==> config.mk <==
export PLATFORM = sky130hd
export DESIGN_NAME = paylen_capture
export DESIGN_NICKNAME = d
export VERILOG_FILES = /design/src/rtl/paylen_pkg.sv /design/src/rtl/paylen_rst_sync.sv /design/src/rtl/paylen_counter.sv /design/src/rtl/paylen_status.sv /design/src/rtl/paylen_capture.sv
export SDC_FILE = /design/constraint.sdc
export NUM_CORES = 1
export LEC_CHECK = 0
export ABC_AREA = 1
export CELL_PAD_IN_SITES_DETAIL_PLACEMENT = 2
export CELL_PAD_IN_SITES_GLOBAL_PLACEMENT = 2
export CORE_UTILIZATION = 34
export CTS_CLUSTER_SIZE = 10
export DETAILED_ROUTE_END_ITERATION = 8
export PLACE_DENSITY_LB_ADDON = 0.1
export SLEW_MARGIN = 20
export SYNTH_ARGS = -nofsm -noshare
export SYNTH_HDL_FRONTEND = slang
export SYNTH_SLANG_ARGS = --single-unit
==> constraint.sdc <==
create_clock -name clk -period 1.1 [get_ports clk]
set_input_delay 0.22 -clock clk [delete_from_list [all_inputs] [get_ports clk]]
set_output_delay 0.22 -clock clk [all_outputs]
set_load 0.02 [all_outputs]
==> src/rtl/paylen_pkg.sv <==
package paylen_pkg;
  typedef enum logic [1:0] {
    ACT_HOLD  = 2'd0,
    ACT_CLEAR = 2'd1,
    ACT_INC   = 2'd2
  } cnt_act_e;
endpackage

==> src/rtl/paylen_rst_sync.sv <==
module paylen_rst_sync #(
  parameter int STAGES = 2
) (
  input  logic clk,
  input  logic rst_n,
  output logic srst_n
);
  logic [STAGES-1:0] sync_q;

  always_ff @(posedge clk or negedge rst_n) begin
    if (!rst_n) begin
      sync_q <= '0;
    end else begin
      sync_q <= {sync_q[STAGES-2:0], 1'b1};
    end
  end

  assign srst_n = sync_q[STAGES-1];
endmodule

==> src/rtl/paylen_counter.sv <==
module paylen_counter
  import paylen_pkg::*;
#(
  parameter int CNT_W = 10
) (
  input  logic             clk,
  input  logic             rst_n,
  input  logic             clr,
  input  logic             inc,
  output logic [CNT_W-1:0] cnt_q
);
  localparam logic [CNT_W-1:0] CNT_MAX = '1;

  cnt_act_e         act;
  logic [CNT_W-1:0] cnt_d;
  logic             cnt_en;

  // clear wins over increment; increment stops at the ceiling
  always_comb begin
    if (clr) begin
      act = ACT_CLEAR;
    end else if (inc && (cnt_q != CNT_MAX)) begin
      act = ACT_INC;
    end else begin
      act = ACT_HOLD;
    end
  end

  always_comb begin
    case (act)
      ACT_CLEAR: cnt_d = '0;
      ACT_INC:   cnt_d = cnt_q + 1'b1;
      default:   cnt_d = cnt_q;
    endcase
  end

  assign cnt_en = (act != ACT_HOLD);

  always_ff @(posedge clk or negedge rst_n) begin
    if (!rst_n) begin
      cnt_q <= '0;
    end else if (cnt_en) begin
      cnt_q <= cnt_d;
    end
  end
endmodule

==> src/rtl/paylen_status.sv <==
module paylen_status #(
  parameter int CNT_W = 10,
  parameter int LO_W  = 8
) (
  input  logic                  clk,
  input  logic                  rst_n,
  input  logic                  init,
  input  logic                  cap,
  input  logic [CNT_W-1:0]      cnt,
  output logic [LO_W-1:0]       len_lo,
  output logic [CNT_W-LO_W-1:0] len_hi
);
  localparam int HI_W = CNT_W - LO_W;

  logic [CNT_W-1:0] len_q;
  logic [CNT_W-1:0] len_d;
  logic             len_en;

  assign len_en = init | cap;

  always_comb begin
    if (init) begin
      len_d = '0;
    end else begin
      len_d = cnt;
    end
  end

  always_ff @(posedge clk or negedge rst_n) begin
    if (!rst_n) begin
      len_q <= '0;
    end else if (len_en) begin
      len_q <= len_d;
    end
  end

  assign len_lo = len_q[LO_W-1:0];
  assign len_hi = len_q[LO_W +: HI_W];
endmodule

==> src/rtl/paylen_capture.sv <==
module paylen_capture #(
  parameter int CNT_W = 10,
  parameter int LO_W  = 8
) (
  input  logic                  clk,
  input  logic                  rst_n,
  input  logic                  fifo_init,
  input  logic                  sop_det,
  input  logic                  bit_vld,
  output logic [LO_W-1:0]       len_lo,
  output logic [CNT_W-LO_W-1:0] len_hi
);
  logic             srst_n;
  logic [CNT_W-1:0] run_cnt;
  logic             cnt_clr;
  logic             cap_en;

  assign cnt_clr = fifo_init | sop_det;
  assign cap_en  = sop_det & ~fifo_init;

  paylen_rst_sync #(.STAGES(2)) u_rst_sync (
    .clk    (clk),
    .rst_n  (rst_n),
    .srst_n (srst_n)
  );

  paylen_counter #(.CNT_W(CNT_W)) u_counter (
    .clk   (clk),
    .rst_n (srst_n),
    .clr   (cnt_clr),
    .inc   (bit_vld),
    .cnt_q (run_cnt)
  );

  paylen_status #(.CNT_W(CNT_W), .LO_W(LO_W)) u_status (
    .clk    (clk),
    .rst_n  (srst_n),
    .init   (fifo_init),
    .cap    (cap_en),
    .cnt    (run_cnt),
    .len_lo (len_lo),
    .len_hi (len_hi)
  );
endmodule

==> impl_metrics.toml, run 1 <==
[outcome]
status = "aborted with a tool error"
last-stage-reached = "global routing"
stop_error = "[ERROR DPL-0033] detailed placement checks failed during check placement."

[synthesis]
yosys.area_share.adder_pct = 1.17
synthCells = 122
synth_xor_area_share_pct = 3.28
yosysWarningCount = 0
syn_area_mm2 = 0.00107
syn_nets = 128
syn_avg_cell_area_um2 = 8.75
synth_cell_types = 19
synthMuxAreaShare_pct = 0
synth_compound_area_share_pct = 7.97
synth_seq_area_share_pct = 51.6
synth-seq-cells = 22
synth_simple_gate_area_share_pct = 29.9
synth_top_family_by_area = "simple AND/OR/NAND/NOR gates"

[clock_tree]
htree_levels = 1
cts_root_buf = "clkbuf_4"
postCtsHoldBufs = 0
cts_inserted_buffers = 3
clockBufferDepth = 2
cts.sinks = 22

[floorplanning]
start_util_pct = 37.4
die_h_um = 58.0
die_x_um = 58.0
rows = 19
top_level_ports = 15

[global_route]
grt_start_max_net_pins = 21
antenna_found_initial = 0

[sta]
worst_endpoint = "u_counter.cnt_q[8]$_DFFE_PN0P_/D"
endpoint_type = "register input"

[place]
hpwlAfterDp_um = 2380
place_inst = 191
place_congestion = 0.779
portBuffers = 14
[Yosys cell counts]
cell type | n | area (µm²)
nor2_1 | 1 | 3.75
ha_1 | 1 | 12.5
nor2_4 | 2 | 22.5
conb_1 | 1 | 3.75
nand3_4 | 2 | 35.0
buf_2 | 4 | 20.0
o21ai_1 | 4 | 20.0
inv_1 | 9 | 33.8
nor2_2 | 2 | 12.5
o21ai_0 | 13 | 65.1
nand2_2 | 1 | 6.26
nand3_1 | 17 | 85.1
inv_2 | 2 | 7.51
dfrtp_1 | 22 | 551
nand2_4 | 1 | 11.3
xor2_1 | 3 | 26.3
nand2_1 | 33 | 124
xnor2_1 | 1 | 8.76
nand4_1 | 3 | 18.8
[through the flow]
step	hold WS [ns]	setup WS, ns	area, µm²
after CTS	0.0515	-0.254	1460
after detailed placement	0.224	-0.376	1450
after global placement	0.207	-0.277	1450
after floorplan	-0.0756	-0.122	1080
[logic make-up after synthesis]
kind of cell	after synthesis
adders and majority gates	1
xor gates and xnor gates	4
DFF	22
and+or+nand+nor	62
other	1
buffers and inverters	15
AOI/OAI and AO/OA	17
[repair_timing]
item,CTS
setup endpoints to repair,20
pin swaps,3
gates resized for setup,42
buffers inserted,2
cloned,1
==> run 2: changes to the inputs <==
CELL_PAD_IN_SITES_DETAIL_PLACEMENT = not set   (was 2)
CELL_PAD_IN_SITES_GLOBAL_PLACEMENT = not set   (was 2)
CORE_AREA = 2 2 63 65   (was not set)
CORE_UTILIZATION = not set   (was 34)
CTS_CLUSTER_SIZE = not set   (was 10)
DIE_AREA = 0 0 65 67   (was not set)
PLACE_DENSITY_LB_ADDON = 0.15   (was 0.1)
==> run 2 against run 1 <==
Synthesized cell count unchanged. Area after synthesis is the same. The flow now finishes, with violations (setup timing).
==> impl_metrics.toml, run 2 <==
[sta]
fin_hold_ws_ns = 0.111
finalSetupViolations = 10
setup_ws_ns = -0.184
slew_violations = 0
hold_violations = 0
grt_setup_unrepaired = "yes"
finClkSkew_ns = 0.00379
post-route-min-period_ns = 1.28
fmax_mhz = 779
fin_crit_sh_pct = 117

[drt]
wl_um = 2500
antenna_left = 0
vias = 936
first_iter_violations = 25
dr.pass1.iters = 4
detail_route.wl_per_cell_um = 11.6
vias_per_cell = 4.35
drc_errors = 0

[synthesis]
synth-main-ff-cell = "dfrtp_1"
yosysWarningCount = 0
synth_area_leaders = "dfrtp_1 52%, nand2_1 12%, nand3_1 8.0%, o21ai_0 6.1%, nand3_4 3.3%"
synth-seq-cells = 22
synthCells = 122
synth_commonest_cells = "33 x nand2_1, 22 x dfrtp_1, 17 x nand3_1"
synth_most_common_cell = "nand2_1"
synth_top_area_cell = "dfrtp_1"
syn_avg_cell_area_um2 = 8.75
synth_cell_types = 19
ys_async_sr_fraction_pct = 100
synth-edff-count = 0
synth_top_area_share_pct = 51.6
syn_nets = 128
syn_area_mm2 = 0.00107
synth_seq_area_share_pct = 51.6

[power]
p_sw_uw = 343
p_total_uw = 1530
power.density_mw_per_mm2 = 1010
power.share.combinational_pct = 7.8
ir_drop_uv = 414
intPower_uw = 1190
swShare_pct = 22.4
seqPwrFrac_pct = 53.4
pwr-share-clk_pct = 38.8
leakagePower_uw = 0.000733

[floorplanning]
die_h_um = 67
start_util_pct = 29.6
rows = 22
dieArea_mm2 = 0.00436
core_mm2 = 0.00361
die_x_um = 65
top_level_ports = 15

[clock_tree]
cts_root_buf = "clkbuf_8"
clock_latency_ns = 0.27
htree_levels = 1
cts.clk_slew.worst_paths_ns = 0.08
cts_inserted_buffers = 3
postCtsHoldBufs = 0
tritoncts = "built"
cts.sinks = 22
clockBufferDepth = 2

[layout]
multi_input_area_um2 = 468
layout_common_cells = "32 x nand2_1, 28 x buf_4, 22 x dfrtp_1, 16 x nand3_1, 12 x o21ai_0"
fillers = 369
final_common_cell = "nand2_1"
nets = 174
design_area_mm2 = 0.00152
syn2layout_area_growth_pct = 42.6
antenna_cells = 0
drive_above_1_share_pct = 35.3
reg.largest.list = "u_counter.cnt_q: 10 flops, u_status.len_q: 10 flops, u_rst_sync.sync_q: 2 flops"
regArea_um2 = 551

[hold_path]
min_path_type = "primary input to async pin"

[global_route]
gr-total-overflow = 0
grt_usage_pct = 13.8
grt_pass1_vias = 974
grt_start_max_net_pins = 21
antenna_found_initial = 0
grt_pass1_wl_um = 4570

[worst_setup_path]
crit_type = "flip-flop to flip-flop"
critPathLaunchType = "flip-flop"
worst-path-max-fanout = 10
end_kind = "flip-flop"
worst_r2r_path_depth = 7
cp.arrival_ns = 1.47
critPathRequiredTime_ns = 1.28

[place]
post_dp_cell_area_mm2 = 0.00150
place_congestion = 0.793
hpwlAfterDp_um = 1900
portBuffers = 14

[outcome]
status = "finished, violations left"
violations = "setup timing"

[flow_run]
cap_violations = 0
==> run 2: cell counts after synthesis <==
Identical to the previous run, type by type.
==> run 2: logic make-up after synthesis <==
logic type      Yosys count  synth area share (%)
compound gates           17                  7.97
buf+inv                  15                  5.74
xor+xnor                  4                  3.28
other cells               1                 0.351
fa+ha+maj                 1                  1.17
flops                    22                  51.6
simple gates             62                  29.9
==> run 2: worst max-delay path, cell delays in order (launching register included) <==
cell and delay (ns):
dfrtp_1 0.37, ha_2 0.19, nand2_2 0.07, nor2_4 0.15, nand3_4 0.12, nand2_4 0.13
nand3_1 0.08, o21ai_0 0.09
==> run 2: through the flow <==
stage / instances / setup WS [ns] / util [%] / setup TNS [ns]
finish: 215 / -0.184 / 42.2 / -1.67
CTS: 214 / -0.192 / 41.6 / -1.74
detailed placement: 210 / -0.310 / 41.5 / -5.12
floorplan: 122 / -0.122 / - / -0.936
global route: 215 / -0.306 / 42.2 / -2.87
global placement: 210 / -0.284 / 41.5 / -4.85
==> run 2: final timing paths <==
check	start	end	slack (ns)
worst max-delay path	u_counter.cnt_q[0]	u_counter.cnt_q[5]	-0.18
worst min-delay path	rst_n	u_rst_sync.sync_q[1]	0.11
worst max register to register	u_counter.cnt_q[0]	u_counter.cnt_q[5]	-0.18
worst min register to register	u_rst_sync.sync_q[1]	u_counter.cnt_q[9]	0.20
max in group asynchronous	u_rst_sync.sync_q[1]	u_status.len_q[3]	0.69
min in group clk	u_rst_sync.sync_q[0]	u_rst_sync.sync_q[1]	0.36
==> run 2: final cells by class <==
cell class | count | share of cell area (%)
Sequential cell | 22 | 36.2
Multi-Input combinational cell | 85 | 30.8
Timing Repair Buffer | 45 | 22.8
Tap cell | 48 | 3.95
Clock buffer | 4 | 3.62
Inverter | 11 | 2.71
==> run 2: timing repair <==
action | 4_1_cts | 5_1_grt
setup endpoints to repair | 20 | 17
buffers inserted | 0 | 1
pin swaps | 0 | 1
gates cloned | 0 | 0
resized for setup | 40 | 5
==> run 2: power groups by stage <==
stage | sequential [µW] | clock, µW | combinational [µW]
final | 818 | 595 | 119
after CTS | 818 | 616 | 114
after global routing | 819 | 646 | 132
after detailed placement | 834 | 0 | 114
after floorplan | 847 | 0 | 32.7
after global placement | 834 | 0 | 115
==> run 2: routing by layer <==
metal / part of all wire, % / track usage [%] / vias to the layer above
met2: 47 / 23.7 / 19
met4: 1.6 / 3.99 / 0
met5: 0 / 0 / -
li1: - / - / 486
met3: 3.3 / 2.53 / 7
met1: 48 / 17.6 / 424
(Power assumes the default switching activity.)
==> run 3: changes to the inputs <==
ABC_CLOCK_PERIOD_IN_PS = 1100   (was not set)
==> results of run 3 <==
No change in the layout: final DEF, timing and power equal those of run 2.
==> run 4: changes to the inputs <==
ABC_CLOCK_PERIOD_IN_PS = 1600   (was 1100)
clock period = 1.6 ns   (was 1.1 ns; I/O delays follow)
==> run 4 against run 3 <==
The run now ends clean. Flip-flop and latch count unchanged. Combinational power is 50% lower. Clock skew decreased by 0.0028 ns.
==> impl_metrics.toml, run 4 (same netlist as run 2, synthesis figures left out) <==
[sta]
fin_crit_sh_pct = 96.7
finClkSkew_ns = 0.00104
slew_violations = 0
finalSetupViolations = 0
fin_hold_ws_ns = 0.126
tns_ns = 0
hold_violations = 0
grt_setup_unrepaired = "no"
fmax_mhz = 646
post-route-min-period_ns = 1.55

[drt]
vias_per_cell = 4.45
wl_um = 2170
dr.pass1.iters = 4
drc_errors = 0
detail_route.wl_per_cell_um = 11.4
vias = 849
antenna_left = 0
first_iter_violations = 28

[floorplanning]
top_level_ports = 15
dieArea_mm2 = 0.00436
core_mm2 = 0.00361
die_h_um = 67
start_util_pct = 29.6
rows = 22
die_x_um = 65

[worst_setup_path]
crit_type = "flip-flop to output pin"
worst-path-buf-inv = 1
crit_cells = 1
crit_family = "buffers and inverters"
r2r-end = "u_counter.cnt_q[8]"
cp.arrival_ns = 1.23
r2r_setup_slack_ns = 0.19
end_kind = "output pin"
reg2reg_from = "u_counter.cnt_q[0]"
crit_end = "len_lo[5]"
worst_r2r_path_depth = 8
critPathLaunchType = "flip-flop"
slowest_stage = "clkdlybuf4s50_1"
worstSetupStartpoint = "u_status.len_q[5]"
path_cells = "clkdlybuf4s50_1"
worst-path-max-fanout = 2
critPathMaxStageDelay_ns = 0.61
critPathRequiredTime_ns = 1.28

[clock_tree]
postCtsHoldBufs = 0
tritoncts = "built"
cts_root_buf = "clkbuf_8"
cts.sinks = 22
clock_latency_ns = 0.26
cts.clk_slew.worst_paths_ns = 0.08
cts_setup_buffers = 0
htree_levels = 1
ctsResizeCount = 0
clockBufferDepth = 2
cts_inserted_buffers = 3

[global_route]
grt_util_met1_pct = 14.5
grt_pass1_wl_um = 3790
grt_pass1_vias = 813
use_met3_pct = 2.87
gr-total-overflow = 0
grt_usage_pct = 11.5
grt_start_max_net_pins = 14
globalRouteMet2Util_pct = 19.1
busiest_layer = "met2"
antenna_found_initial = 0

[outcome]
status = "finished, final reports clean"

[layout]
nets = 150
syn2layout_area_growth_pct = 27.0
drive_above_1_share_pct = 14.7
final_common_cell = "nand2_1"
reg.largest.list = "u_counter.cnt_q: 10 flops, u_status.len_q: 10 flops, u_rst_sync.sync_q: 2 flops"
antenna_cells = 0
fin_util_pct = 37.6
layout_common_cells = "33 x nand2_1, 22 x dfrtp_1, 17 x nand3_1, 14 x clkdlybuf4s50_1, 13 x o21ai_0"

[place]
hpwlAfterDp_um = 1700
portBuffers = 14
place_congestion = 0.824

[power]
leakagePower_uw = 0.000579
ir_drop_uv = 258
power.density_mw_per_mm2 = 752
p_total_uw = 1020

[hold_path]
min_path_type = "flip-flop to async pin"

[flow_run]
cap_violations = 0
run 4: layer usage:
layer  vias to the layer above  share of wire, %
met3                         2               4.0
met2                        19                48
met1                       392                47
met4                         0               1.1
met5                         -                 0
li1                        436                 -
run 4: how the worst min path moves through the flow:
| stage | end | slack [ns] |
|---|---|---|
| 4_1_cts | u_counter.cnt_q[3] | 0.14 |
| 3_5_place_dp | u_counter.cnt_q[3] | 0.13 |
| 5_1_grt | u_counter.cnt_q[3] | 0.16 |
| 3_3_place_gp | u_counter.cnt_q[3] | 0.13 |
| 2_1_floorplan | u_rst_sync.sync_q[0] | 0.02 |
| 6_report | u_counter.cnt_q[3] | 0.13 |
run 4: report_power, final:
part	internal (µW)	switching, µW	leakage, µW
combinational	23.8	35.2	0.000248
clock	219	175	0.0000288
sequential	560	6.23	0.000302
run 4: stage by stage:
step / worst slack [ns] / cells / cell area, µm²
after global placement: 0.0769 / 187 / 1300
after floorplan: 0.360 / 122 / 1070
after global routing: 0.0177 / 191 / 1360
final: 0.0522 / 191 / 1360
after detailed placement: 0.0669 / 187 / 1300
after CTS: 0.0443 / 191 / 1360
run 4: final cells by class:
type | instances | area, µm²
clock buffers | 4 | 55.1
fillers | 371 | 2250
inverters | 11 | 41.3
multi-input cells | 85 | 455
flip-flops and latches | 22 | 551
well taps | 48 | 60.1
repair buffers | 21 | 193
